$ cat src/rtl/sertx_pkg.sv
// Package: shared encodings and the control-bit structure for the serial transmitter.
// Assumes the control fields occupy write-data bits 7..3 in the order of cfg_t.
package sertx_pkg;

    // Length code carried in control bits 4..3.
    typedef enum logic [1:0] {
        LEN_8   = 2'b00,
        LEN_7   = 2'b01,
        LEN_9   = 2'b10,
        LEN_8B  = 2'b11
    } char_len_e;

    // Parity kind carried in control bits 6..5 (7/8-bit modes only).
    typedef enum logic [1:0] {
        PAR_ODD   = 2'b00,
        PAR_EVEN  = 2'b01,
        PAR_MARK  = 2'b10,
        PAR_SPACE = 2'b11
    } par_kind_e;

    // Stored control bits, most significant first.
    typedef struct packed {
        logic      par_en;
        logic      psel_hi;
        logic      shared_b;
        char_len_e len;
    } cfg_t;

endpackage

$ cat src/rtl/sertx_cfg_reg.sv
// Module: control register holding parity and length settings.
// Assumes wr_sel = 0 addresses this register; bits 2..0 of the write are dropped.
module sertx_cfg_reg
    import sertx_pkg::*;
(
    input  logic       clk,
    input  logic       rst_n,
    input  logic       wr_en,
    input  logic       wr_sel,
    input  logic [7:0] wr_data,
    output cfg_t       cfg_o
);

    cfg_t cfg_q;

    // Capture the writable control bits on a control write.
    always_ff @(posedge clk) begin
        if (!rst_n) begin
            cfg_q <= '0;
        end else if (wr_en && !wr_sel) begin
            cfg_q <= cfg_t'(wr_data[7:3]);
        end
    end

    assign cfg_o = cfg_q;

endmodule

$ cat src/rtl/sertx_holdbuf.sv
// Module: single-word transmit holding buffer with a full flag.
// Assumes take_i is asserted only while full_o is 1; writes while full are dropped.
module sertx_holdbuf #(
    parameter int DATA_W = 8
) (
    input  logic              clk,
    input  logic              rst_n,
    input  logic              wr_en,
    input  logic              wr_sel,
    input  logic [DATA_W-1:0] wr_data,
    input  logic              take_i,
    output logic              full_o,
    output logic [DATA_W-1:0] data_o
);

    logic              full_q;
    logic [DATA_W-1:0] data_q;

    // Accept a word when empty, release it when the shifter takes it.
    always_ff @(posedge clk) begin
        if (!rst_n) begin
            full_q <= 1'b0;
            data_q <= '0;
        end else if (take_i) begin
            full_q <= 1'b0;
        end else if (wr_en && wr_sel && !full_q) begin
            full_q <= 1'b1;
            data_q <= wr_data;
        end
    end

    assign full_o = full_q;
    assign data_o = data_q;

endmodule

$ cat src/rtl/sertx_framer.sv
// Module: combinational frame builder.
// Produces start, data (LSB first), optional parity or ninth bit, and stop, plus the frame length.
// Assumes FRAME_MAX = DATA_W + 3 so the longest frame fits.
module sertx_framer
    import sertx_pkg::*;
#(
    parameter int DATA_W    = 8,
    parameter int FRAME_MAX = DATA_W + 3,
    parameter int IDX_W     = $clog2(FRAME_MAX + 1)
) (
    input  logic [DATA_W-1:0]    data_i,
    input  cfg_t                 cfg_i,
    output logic [FRAME_MAX-1:0] frame_o,
    output logic [IDX_W-1:0]     len_o
);

    int                ndata;
    logic              nine_mode;
    logic              extra_en;
    logic              extra_val;
    logic              xr;
    logic [DATA_W-1:0] used;

    // Decide which data bits count and what the extra bit is.
    always_comb begin
        nine_mode = (cfg_i.len == LEN_9);
        ndata     = (cfg_i.len == LEN_7) ? DATA_W - 1 : DATA_W;
        used      = data_i;
        if (cfg_i.len == LEN_7) begin
            used[DATA_W-1] = 1'b0;
        end
        xr = ^used;
        if (nine_mode) begin
            extra_en  = 1'b1;
            extra_val = cfg_i.shared_b;
        end else begin
            extra_en = cfg_i.par_en;
            case (par_kind_e'({cfg_i.psel_hi, cfg_i.shared_b}))
                PAR_ODD:   extra_val = ~xr;
                PAR_EVEN:  extra_val = xr;
                PAR_MARK:  extra_val = 1'b1;
                default:   extra_val = 1'b0;
            endcase
        end
    end

    // Lay the bits out in transmission order; unused upper positions stay 1.
    always_comb begin
        frame_o    = '1;
        frame_o[0] = 1'b0;
        for (int i = 0; i < DATA_W; i++) begin
            if (i < ndata) begin
                frame_o[1+i] = data_i[i];
            end
        end
        for (int j = 1; j < FRAME_MAX; j++) begin
            if (extra_en && (j == ndata + 1)) begin
                frame_o[j] = extra_val;
            end
        end
        len_o = IDX_W'(ndata + 2 + (extra_en ? 1 : 0));
    end

endmodule

$ cat src/rtl/sertx_shifter.sv
// Module: frame shifter and bit timer.
// Loads a frame when idle and a word is waiting, then holds each bit for TICKS_PER_BIT
// baud pulses. Assumes baud_tick is one clock wide.
module sertx_shifter #(
    parameter int FRAME_MAX     = 11,
    parameter int IDX_W         = $clog2(FRAME_MAX + 1),
    parameter int TICKS_PER_BIT = 4
) (
    input  logic                 clk,
    input  logic                 rst_n,
    input  logic                 baud_tick,
    input  logic                 full_i,
    input  logic [FRAME_MAX-1:0] frame_i,
    input  logic [IDX_W-1:0]     len_i,
    output logic                 take_o,
    output logic                 busy_o,
    output logic                 line_o
);

    localparam int CNT_W = (TICKS_PER_BIT > 1) ? $clog2(TICKS_PER_BIT) : 1;

    logic                 busy_q;
    logic                 line_q;
    logic [CNT_W-1:0]     tick_cnt_q;
    logic [IDX_W-1:0]     idx_q;
    logic [IDX_W-1:0]     len_q;
    logic [FRAME_MAX-1:0] shreg_q;
    logic                 bit_done;
    logic                 last_bit;

    assign take_o   = !busy_q && full_i;
    assign bit_done = baud_tick && (tick_cnt_q == CNT_W'(TICKS_PER_BIT - 1));
    assign last_bit = (idx_q == len_q - IDX_W'(1));

    // Load, time and shift the frame; drop back to idle after the stop bit.
    always_ff @(posedge clk) begin
        if (!rst_n) begin
            busy_q     <= 1'b0;
            line_q     <= 1'b1;
            tick_cnt_q <= '0;
            idx_q      <= '0;
            len_q      <= '0;
            shreg_q    <= '1;
        end else if (take_o) begin
            busy_q     <= 1'b1;
            line_q     <= frame_i[0];
            tick_cnt_q <= '0;
            idx_q      <= '0;
            len_q      <= len_i;
            shreg_q    <= frame_i;
        end else if (busy_q && baud_tick) begin
            if (bit_done) begin
                tick_cnt_q <= '0;
                if (last_bit) begin
                    busy_q <= 1'b0;
                    line_q <= 1'b1;
                end else begin
                    idx_q   <= idx_q + IDX_W'(1);
                    line_q  <= shreg_q[1];
                    shreg_q <= {1'b1, shreg_q[FRAME_MAX-1:1]};
                end
            end else begin
                tick_cnt_q <= tick_cnt_q + CNT_W'(1);
            end
        end
    end

    assign busy_o = busy_q;
    assign line_o = line_q;

endmodule

$ cat src/rtl/sertx_core.sv
// Module: serial transmitter top. Ties the control register, holding buffer,
// frame builder and shifter together and forms the status byte.
// Assumes an 8-bit write port; DATA_W must be 8 so the ninth bit comes from control.
module sertx_core #(
    parameter int DATA_W        = 8,
    parameter int TICKS_PER_BIT = 4
) (
    input  logic       clk,
    input  logic       rst_n,
    input  logic       wr_en,
    input  logic       wr_sel,
    input  logic [7:0] wr_data,
    input  logic       baud_tick,
    output logic       tx_line,
    output logic [7:0] ctrl_status,
    output logic       buf_empty
);

    import sertx_pkg::*;

    localparam int FRAME_MAX = DATA_W + 3;
    localparam int IDX_W     = $clog2(FRAME_MAX + 1);

    cfg_t                 cfg_w;
    logic                 full_w;
    logic                 take_w;
    logic                 busy_w;
    logic [DATA_W-1:0]    hold_w;
    logic [FRAME_MAX-1:0] frame_w;
    logic [IDX_W-1:0]     len_w;

    sertx_cfg_reg u_cfg (
        .clk     (clk),
        .rst_n   (rst_n),
        .wr_en   (wr_en),
        .wr_sel  (wr_sel),
        .wr_data (wr_data),
        .cfg_o   (cfg_w)
    );

    sertx_holdbuf #(.DATA_W(DATA_W)) u_hold (
        .clk     (clk),
        .rst_n   (rst_n),
        .wr_en   (wr_en),
        .wr_sel  (wr_sel),
        .wr_data (wr_data[DATA_W-1:0]),
        .take_i  (take_w),
        .full_o  (full_w),
        .data_o  (hold_w)
    );

    sertx_framer #(
        .DATA_W    (DATA_W),
        .FRAME_MAX (FRAME_MAX),
        .IDX_W     (IDX_W)
    ) u_framer (
        .data_i  (hold_w),
        .cfg_i   (cfg_w),
        .frame_o (frame_w),
        .len_o   (len_w)
    );

    sertx_shifter #(
        .FRAME_MAX     (FRAME_MAX),
        .IDX_W         (IDX_W),
        .TICKS_PER_BIT (TICKS_PER_BIT)
    ) u_shift (
        .clk       (clk),
        .rst_n     (rst_n),
        .baud_tick (baud_tick),
        .full_i    (full_w),
        .frame_i   (frame_w),
        .len_i     (len_w),
        .take_o    (take_w),
        .busy_o    (busy_w),
        .line_o    (tx_line)
    );

    assign buf_empty   = !full_w;
    assign ctrl_status = {cfg_w, 2'b00, !full_w};

endmodule

$ cat config.mk
export PLATFORM = sky130hd
export DESIGN_NAME = sertx_core
export DESIGN_NICKNAME = d
export VERILOG_FILES = /design/src/rtl/sertx_pkg.sv /design/src/rtl/sertx_cfg_reg.sv /design/src/rtl/sertx_holdbuf.sv /design/src/rtl/sertx_framer.sv /design/src/rtl/sertx_shifter.sv /design/src/rtl/sertx_core.sv
export SDC_FILE = /design/constraint.sdc
export NUM_CORES = 1
export LEC_CHECK = 0
export BUFFER_PORTS_ARGS = -buffer_cell sky130_fd_sc_hd__buf_2
export CORE_UTILIZATION = 53
export CTS_BUF_LIST = sky130_fd_sc_hd__clkbuf_16
export DETAILED_ROUTE_END_ITERATION = 10
export PLACE_DENSITY = 0.73
export SLEW_MARGIN = 10
export SYNTH_ARGS = -nofsm -noshare
export SYNTH_HDL_FRONTEND = slang
export SYNTH_HIERARCHICAL = 1
export SYNTH_SLANG_ARGS = --single-unit
$ cat constraint.sdc
create_clock -name clk -period 1.85 [get_ports clk]
set_input_delay 0.0925 -clock clk [delete_from_list [all_inputs] [get_ports clk]]
set_output_delay 0.0925 -clock clk [all_outputs]
set_load 0.02 [all_outputs]
Word-level counts from Yosys, hierarchy flattened
Cells that the tools add are included.
{"block": "totals", "inputBits": 13, "wordCells": 114, "register_bits": 37}
{"block": "op_classes", "n_addsub": 6, "eq_ne": 17, "n_lt_le_gt_ge": 8, "n_reduce_logical": 30, "muxes": 37, "bitwise": 4}
{"operator": "$eq A4 B32 Y1 const A", "n": 4}
{"operator": "$lt A4 B32 Y1 const A", "n": 4}
{"operator": "$eq A5 B32 Y1 const A", "n": 3}
{"operator": "$eq A3 B32 Y1 const A", "n": 2}
{"operator": "$lt A3 B32 Y1 const A", "n": 2}
{"operator": "$mux W11", "n": 4}
{"operator": "$add A32 B2 Y32 const B", "n": 1}
{"operator": "$eq A2 B32 Y1 const A", "n": 1}
{"operator": "$lt A1 B32 Y1 const A", "n": 1}
{"operator": "$lt A2 B32 Y1 const A", "n": 1}
{"operator": "$mux W1", "n": 30}
{"operator": "$logic_and A1 B1 Y1", "n": 16}
{"operator": "$reduce_and A3 Y1", "n": 3}
{"operator": "$reduce_xor A8 Y1", "n": 1}
{"operator": "$eq A2 B2 Y1 const B", "n": 3}
{"operator": "$reduce_bool A2 Y1", "n": 3}
{"operator": "$add A4 B1 Y4 const B", "n": 1}
{"operator": "$add A4 B3 Y4 const B", "n": 1}
{"operator": "$add A4 B4 Y4", "n": 1}
{"operator": "$eq A2 B1 Y1 const B", "n": 2}
{"operator": "$eq A4 B4 Y1", "n": 1}
{"operator": "$mux W4", "n": 1}
{"operator": "$not A1 Y1", "n": 4}
{"operator": "$reduce_and A2 Y1", "n": 2}
{"operator": "8 further kinds", "n": 10}

Depth between registers and ports, before layout
Gate-level depths: netlist of run 1.
{"block": "logic_depth", "ltp_word": 8, "mapped_depth": 10}

Modules after synthesis
The synthesis of run 1 kept the hierarchy.
{"mod": "sertx_shifter", "area_per_inst_um2": 1197.4, "cells_each": 142, "seq_area_each_um2": 440.4, "n_inst": 1}
{"mod": "sertx_holdbuf", "area_per_inst_um2": 369.1, "cells_each": 39, "seq_area_each_um2": 180.2, "n_inst": 1}
{"mod": "sertx_framer", "area_per_inst_um2": 314.1, "cells_each": 44, "seq_area_each_um2": 0.0, "n_inst": 1}
{"mod": "sertx_cfg_reg", "area_per_inst_um2": 217.7, "cells_each": 23, "seq_area_each_um2": 100.1, "n_inst": 1}
{"mod": "sertx_core", "area_per_inst_um2": 30.0, "cells_each": 5, "seq_area_each_um2": 0.0, "n_inst": 1}

Worst setup path before layout of run 1
Ideal clock, no wire load.
{"block": "synth_path", "path_kind": "reg2reg", "from": "register u_cfg.cfg_q, in the netlist u_cfg/cfg_o[0]", "to": "register u_shift.shreg_q[8]", "required_time_ns": 1.707, "stages_incl_launch_ff": 11, "n_path_buf": 0, "arrival_time_ns": 1.763, "path_slack_ns": -0.056, "period_less_slack_ns": 1.906, "path_cell_list": "dfxtp_1 > nor2b_1 > or2_2 > ha_1 > and2_1 > a2bb2oi_1 > o21ai_0 > a31oi_1 > nand2_1 > nor2_1 > a41oi_1"}
{"block": "synth_via", "elab_chain_cells": 8}
{"item": "start, declared", "line": "sertx_cfg_reg.sv:14", "rtl": "cfg_t cfg_q;"}
{"item": "start signal, assigned", "line": "sertx_cfg_reg.sv:21", "rtl": "cfg_q <= cfg_t'(wr_data[7:3]);"}
{"item": "parallel branches: the longest is 6 deep, another holds $add A32 B2 Y32"}
{"item": "$mux W1 *", "line": "sertx_framer.sv:57", "rtl": "if (extra_en && (j == ndata + 1)) begin"}
{"item": "net frame_w[8]", "line": "sertx_core.sv:29", "rtl": "logic [FRAME_MAX-1:0] frame_w;"}
{"item": "$mux W11 *", "line": "sertx_shifter.sv:44", "rtl": "end else if (take_o) begin"}
{"item": "end signal, assigned", "line": "sertx_shifter.sv:50", "rtl": "shreg_q <= frame_i;"}
{"item": "end signal, assigned", "line": "sertx_shifter.sv:60", "rtl": "shreg_q <= {1'b1, shreg_q[FRAME_MAX-1:1]};"}
{"item": "end, declared", "line": "sertx_shifter.sv:27", "rtl": "logic [FRAME_MAX-1:0] shreg_q;"}
Mark *: on every way through the listed nets, which the timed path passes.
A chain may end at the register's enable or synchronous reset.

Worst setup path after layout of run 1
{"block": "layout_path", "from": "register u_hold.data_q[5] (netlist: u_hold/data_o[5])", "to": "register u_shift.shreg_q[9]"}
{"block": "layout_via", "elab_chain_cells": 6}
{"item": "start, declared", "line": "sertx_holdbuf.sv:17", "rtl": "logic [DATA_W-1:0] data_q;"}
{"item": "start signal, assigned", "line": "sertx_holdbuf.sv:28", "rtl": "data_q <= wr_data;"}
{"item": "$reduce_xor A8 Y1 *", "line": "sertx_framer.sv:32", "rtl": "xr = ^used;"}
{"item": "$not A1 Y1", "line": "sertx_framer.sv:39", "rtl": "PAR_ODD: extra_val = ~xr;"}
{"item": "$pmux W1 S3 *", "line": "sertx_framer.sv:38", "rtl": "case (par_kind_e'({cfg_i.psel_hi, cfg_i.shared_b}))"}
{"item": "$mux W1 *", "line": "sertx_framer.sv:33", "rtl": "if (nine_mode) begin"}
{"item": "$mux W1 *", "line": "sertx_framer.sv:57"}
{"item": "net frame_w[9]", "line": "sertx_core.sv:29"}
{"item": "$mux W11 *", "line": "sertx_shifter.sv:44"}
Mark *: on every way through the listed nets, which the timed path passes. The rest lies on a longest branch.

==> results of run 1 <==
==> placed cells by master, fill, tap and decap left out, types with 2 or more instances in the layout <==
master	instances
dfxtp_1	29
dfxtp_2	7
buf_2	20
xor2_1	4
a21boi_0	4
xnor2_2	3
inv_1	10
nand2b_1	3
conb_1	5
buf_4	21
and2_1	2
xnor2_1	3
nor2_1	6
a21oi_2	2
ha_1	6
o21ai_0	12
nand3_1	4
nand2_1	71
clkbuf_16	5
nand4_1	2
mux2i_1	22
a21oi_1	4
o32a_1	8
a2bb2oi_1	2
==> what timing repair did <==
| item | CTS | global route |
|---|---|---|
| pin swaps | 4 | 6 |
| hold buffers | 0 | 0 |
| setup endpoints to repair | 1 | 9 |
| resized for setup | 4 | 10 |
| setup buffers | 2 | 0 |
==> final cells by class <==
type | count | share of cell area [%]
clock buffer | 5 | 4.98
clock inverter | 3 | 0.797
inverter | 10 | 1.49
multi-input combinational | 186 | 50.2
sequential | 36 | 29.0
tap | 48 | 2.39
timing repair buffer | 42 | 11.1
==> path summary, 6_finish.rpt <==
check / endpoint / slack (ps) / depth (start not counted)
min: u_hold/data_o[2] / 50 / 3
max reg2reg: u_shift/shreg_q[9] / 10 / 6
max: u_shift/shreg_q[9] / 10 / 6
min reg2reg: u_shift/tick_cnt_q[1] / 460 / 2
==> sequential cells by signal, summed over array words and instances (netlist names) <==
| name | flops |
|---|---|
| u_cfg/cfg_o | 5 |
| u_hold/data_o | 8 |
| u_hold/full_o | 1 |
| u_shift/busy_o | 1 |
| u_shift/idx_q | 4 |
| u_shift/len_q | 4 |
| u_shift/line_o | 1 |
| u_shift/shreg_q | 10 |
| u_shift/tick_cnt_q | 2 |
==> power breakdown <==
group,internal [mW],leakage (nW),switching [mW]
clock,0.495,0.0712,0.320
combinational,0.162,0.750,0.176
sequential,0.820,0.297,0.0332
==> cells by family after synthesis <==
| group | after synthesis |
|---|---|
| AO/OA/AOI/OAI | 37 |
| XOR/XNOR | 13 |
| adder cells (fa/ha/maj) | 6 |
| buffers and inverters | 33 |
| flip-flops | 36 |
| multiplexers | 24 |
| other | 3 |
| AND/OR/NAND/NOR | 101 |
==> routing by layer <==
layer	track usage, %	up-vias	part of all wire, %
met5	0	-	0
met4	8.15	0	1.5
met3	6.08	5	4.5
met2	35.4	40	49
met1	29.0	808	45
li1	-	894	-
==> worst reg2reg max path: stages (launching register included) <==
cell and delay (ps):
dfxtp_2 330, xnor2_2 170, xnor2_1 140, xnor3_1 460, a21oi_2 170, mux2_4 300, o32a_1 140
==> stage by stage <==
stage,cell area [µm²],total power [mW]
3_5_place_dp,2300,1.18
5_1_grt,2510,2.10
6_report,2510,2.01
3_3_place_gp,2300,1.18
4_1_cts,2470,2.01
2_1_floorplan,2140,1.11
==> results.md, run 1 <==
- Largest net degree at the start of global routing: 25
- Ys async rst share: 0%
- Clk buf depth: 2
- Layout cells sized above 1: between 20% and 30%
- Adder-Cell Fraction of Synth Area: ~3.5%
- Highest clock rate: about 540 MHz
- Global-route wire length before repair: about 7.1 mm
- DRT Pass-1 Iters: 4
- Reg area: ~730 µm²
- Initial antenna violation count: 0
- Hold path start: wr_data[2]
- CP bufs+invs: 0
- Gr ovfl total: 0
- Relative max-transition margin: about two thirds
- Complex-gate fraction of the synthesized area: between 10% and 20%
- Post-synthesis xor/xnor area fraction: between 7 and 8%
- Worst slew pin tran: approximately 500 ps
- Predominant post-synthesis flop cell: dfxtp_1
- Fin. Hold Viols: 0
- CTS tree: done
- Largest area contributor in the netlist: dfxtp_1
- Core area: between 0.003 and 0.004 mm²
- Placed insts: 320
- Synth top area cells: dfxtp_1 (34%), nand2_1 (13%), mux2i_1 (10%)
- Fin cells: 330
- Htree depth: 2
- Nets: 300
- Cell Pwr Density: about 800 mW/mm²
- R2R Path Start: u_hold/data_o[5]
- CP required: 2020 ps
- Die area: between 0.004 and 0.005 mm²
- CP max-delay cell: xnor3_1
- Crit path launch: u_hold/data_o[5]
- Fillers: roughly 310
- Slew Viols, Final: 0
- Post-synth EDFFs: 0
- CTS sink count: 36
- Avg Inst Size Synth: between 8 and 9 µm²
- Post-synthesis cell count: roughly 250
- Yosys top cell area share: between 30% and 40%
- Setup CP Type: reg -> reg
- Top Ports: 23
- Die Y-Extent: about 65 µm
- Fin crit share: between 90% and 100%
- Worst setup EP type: register
- Post-Synth Simple-Gate Area: between 20 and 25%
- Cell with the most instances after synthesis: nand2_1
- Slack of the critical path: about 12 ps
- Setup repair after global routing missed its margin: yes
- Antenna Nets Post-Route: 0
- IO Port Bufs: 20
- Worst-path clk slew: ~60 ps
- Hold Slack: 52.5 ps
- Critical Path Max Stage Delay: ~460 ps
- Crit-path cells: xnor2_2 -> xnor2_1 -> xnor3_1 -> a21oi_2 -> mux2_4 -> o32a_1
- WL/cell: ~13 µm
- Run status: complete, no violations
- Post-synth top cells: nand2_1 (72), dfxtp_1 (36), mux2i_1 (22)
- MaxCap Viol Count: 0
- Top Family by Delay on Critical Path: XOR/XNOR gates
- Vias/cell: 5.29
- Post-layout util: 67.1%
- Worst Skew: slightly below 9 ps
- Largest family of logic cells by synthesized area: simple AND/OR/NAND/NOR gates
- DRC Markers: 0
- RD Place Congestion: 0.804
- Final TNS setup: 0 ps
- Via count: around 1700
- Std-Cell Rows: 22
- Final setup fails: 0
- ANT cells: 0
- CP Max Fanout: 3
- Leak: around 1.1 nW
- Multi-input gate area: 0.00126 mm²
- Worst path arrival time: ~2000 ps
- Startpoint types: register
- Register area share after synthesis: approximately a third
- 1st-iter DRT viols: 79
- Mux cell area share after synthesis: around 11%
- HP Class: in -> reg
- Tot GR Track Use: approximately 22%
- Number of global-route vias before repair: between 1500 and 2000
- VDD IR max: around 0.00056 V
- Post-DP HPWL: 3.00 mm
- Setup Slack @ Placement: -12.9 ps
- Area growth, synth to finish: 18.0%
- Later-pin clock latency in the skew report: 280 ps
- Fin crit period: 1840 ps
- Initial Util: a little under three fifths
- TritonCTS buffer count: 5
- Cell variety after synth: between 40 and 50
- Syn. warnings: 6
- Post-Route WL: approximately 4.2 mm
- CTS root buf: clkbuf_16
- Synthesized flop and latch total: 36
- Die X: ~65 µm
- Synth Cell Area: 0.00213 mm²
(Power assumes the default switching activity.)
==> inputs of run 2 (changes only) <==
CELL_PAD_IN_SITES_DETAIL_PLACEMENT = 0   (was not set)
CELL_PAD_IN_SITES_GLOBAL_PLACEMENT = 1   (was not set)
CORE_UTILIZATION = 40   (was 53)
==> results.md, run 2 (synthesis results as in run 1) <==
- Crit-path cells: xor2_1 -> xnor2_1 -> xnor3_1 -> a21oi_2 -> mux2_4 -> o32a_1
- Slew Viols, Final: 0
- Die X: ~75 µm
- Initial antenna violation count: 0
- Std-Cell Rows: 26
- Max reg flops: 10
- Slack of the critical path: -42.8 ps
- Fin cells: ~350
- Post-Route WL: around 4.4 mm
- Hold_buf cts: 0
- Setup CP Type: reg -> reg
- CTS tree: done
- CTS root buf: clkbuf_16
- DRC Markers: 0
- Worst-path clk slew: around 60 ps
- Worst setup EP type: register
- Initial Util: a little over two fifths
- Final TNS setup: -42.8 ps
- Final instance area: around 0.0025 mm²
- Die area: around 0.0056 mm²
- HP Class: in -> reg
- Gr ovfl total: 0
- MaxCap Viol Count: 0
- Failing checks: negative setup slack
- Top Ports: 23
- CP required: 2020 ps
- CP max-delay cell: xnor3_1
- Setup Slack @ Placement: -33.9 ps
- Highest clock rate: 528 MHz
- Fin. Hold Viols: 0
- Run status: finished with violations
- ANT cells: 0
- Core area: 0.00511 mm²
- Later-pin clock latency in the skew report: approximately 280 ps
- Cell Pwr Density: 787 mW/mm²
- Fin crit period: 1890 ps
- Post-DP HPWL: 3.14 mm
- CP Max Fanout: 3
- Final setup fails: 1
- Area growth, synth to finish: 19.3%
- Top Family by Delay on Critical Path: XOR/XNOR gates
- IO Port Bufs: 20
- Most frequent cells in the layout: nand2_1 (71), dfxtp_1 (32), buf_4 (24), mux2i_1 (22), buf_2 (20)
- Area after DPL: between 0.002 and 0.0025 mm²
- RD Place Congestion: approximately 0.77
- Fin crit share: 102%
- Placed insts: about 350
- Nets: a little over 300
- Via count: 1695
- Number of global-route vias before repair: ~1600
- CTS sink count: 36
- 1st-iter DRT viols: around 140
- WL/cell: 12.4 µm
- Startpoint types: register
- CP bufs+invs: 0
- Most common cell after layout, fill and taps aside: nand2_1
- Layout cells sized above 1: between 20% and 30%
- Fillers: 508
- Antenna Nets Post-Route: 0
- Global-route wire length before repair: around 7.4 mm
- DRT Pass-1 Iters: 4
- Htree depth: 2
- VDD IR max: 0.000568 V
- Tot GR Track Use: roughly 18%
- Worst Skew: 4.95 ps
- Worst path arrival time: ~2100 ps
- Clk buf depth: 2
- Vias/cell: 4.79
- Leak: about 1.1 nW
- Largest register by flop count: u_shift/shreg_q
- Setup repair after global routing missed its margin: yes
- TritonCTS buffer count: 5
- Critical Path Max Stage Delay: ~480 ps
- Largest net degree at the start of global routing: 21
- Die Y-Extent: about 75 µm
run 2: cell count changes in the layout (fill, tap and decap cells not counted), moves of 2 or more:
cell,delta
buf_4,+3
xnor2_1,+2
clkinv_1,+2
dfxtp_2,-3
dfxtp_1,+3
xnor2_2,-2
run 2: path summary, 6_finish.rpt:
path | startpoint | to | slack (ps) | cells past startpoint
min reg2reg | u_shift/tick_cnt_q[1] | u_shift/tick_cnt_q[1] | 460 | 2
max reg2reg | u_hold/data_o[2] | u_shift/shreg_q[9] | -40 | 6
max | u_hold/data_o[2] | u_shift/shreg_q[9] | -40 | 6
min | wr_data[2] | u_hold/data_o[2] | 50 | 3
run 2: layout make-up:
| cell class | instances | area (µm²) | share of cell area [%] |
|---|---|---|---|
| Inverter | 10 | 37.5 | 1.48 |
| Timing Repair Buffer | 45 | 300 | 11.8 |
| Sequential cell | 36 | 726 | 28.6 |
| Clock buffer | 5 | 125 | 4.93 |
| Clock inverter | 2 | 7.51 | 0.296 |
| Tap cell | 70 | 87.6 | 3.45 |
| Multi-Input combinational cell | 186 | 1260 | 49.5 |
run 2: routing by layer:
metal,vias up,global-route usage [%],wire length [µm]
met5,-,0,0
met4,0,6.29,50
met3,6,3.61,136
met2,34,28.1,1950
met1,762,24.1,2260
li1,893,-,-
run 2: what timing repair did:
item                                    in CTS  in global routing
pin swaps                                    0                  6
endpoints found under the setup margin       2                 11
setup buffers                                0                  2
gates resized for setup                      1                  8
run 2: where the power goes:
group	switching [mW]	leakage (nW)	internal (mW)
Clock	0.308	0.0648	0.482
Combinational	0.183	0.762	0.173
Sequential	0.0328	0.296	0.819
Total	0.524	1.12	1.47
run 2: worst reg2reg max path: cells and delay by family (launching register included):
kind	cells	cell delay (ps)
AO/OA/AOI/OAI	2	310
XOR/XNOR	3	820
flip-flops	1	350
multiplexers	1	310
run 2: through the flow:
| stage | util [%] | hold slack, ps | power, mW |
|---|---|---|---|
| 3_3_place_gp | 46.1 | 343 | 1.19 |
| 4_1_cts | 48.7 | 57.5 | 1.98 |
| 3_5_place_dp | 46.1 | 346 | 1.20 |
| 6_report | 49.7 | 52.7 | 2.00 |
| 2_1_floorplan | - | 227 | 1.11 |
| 5_1_grt | 49.7 | 76.9 | 2.10 |
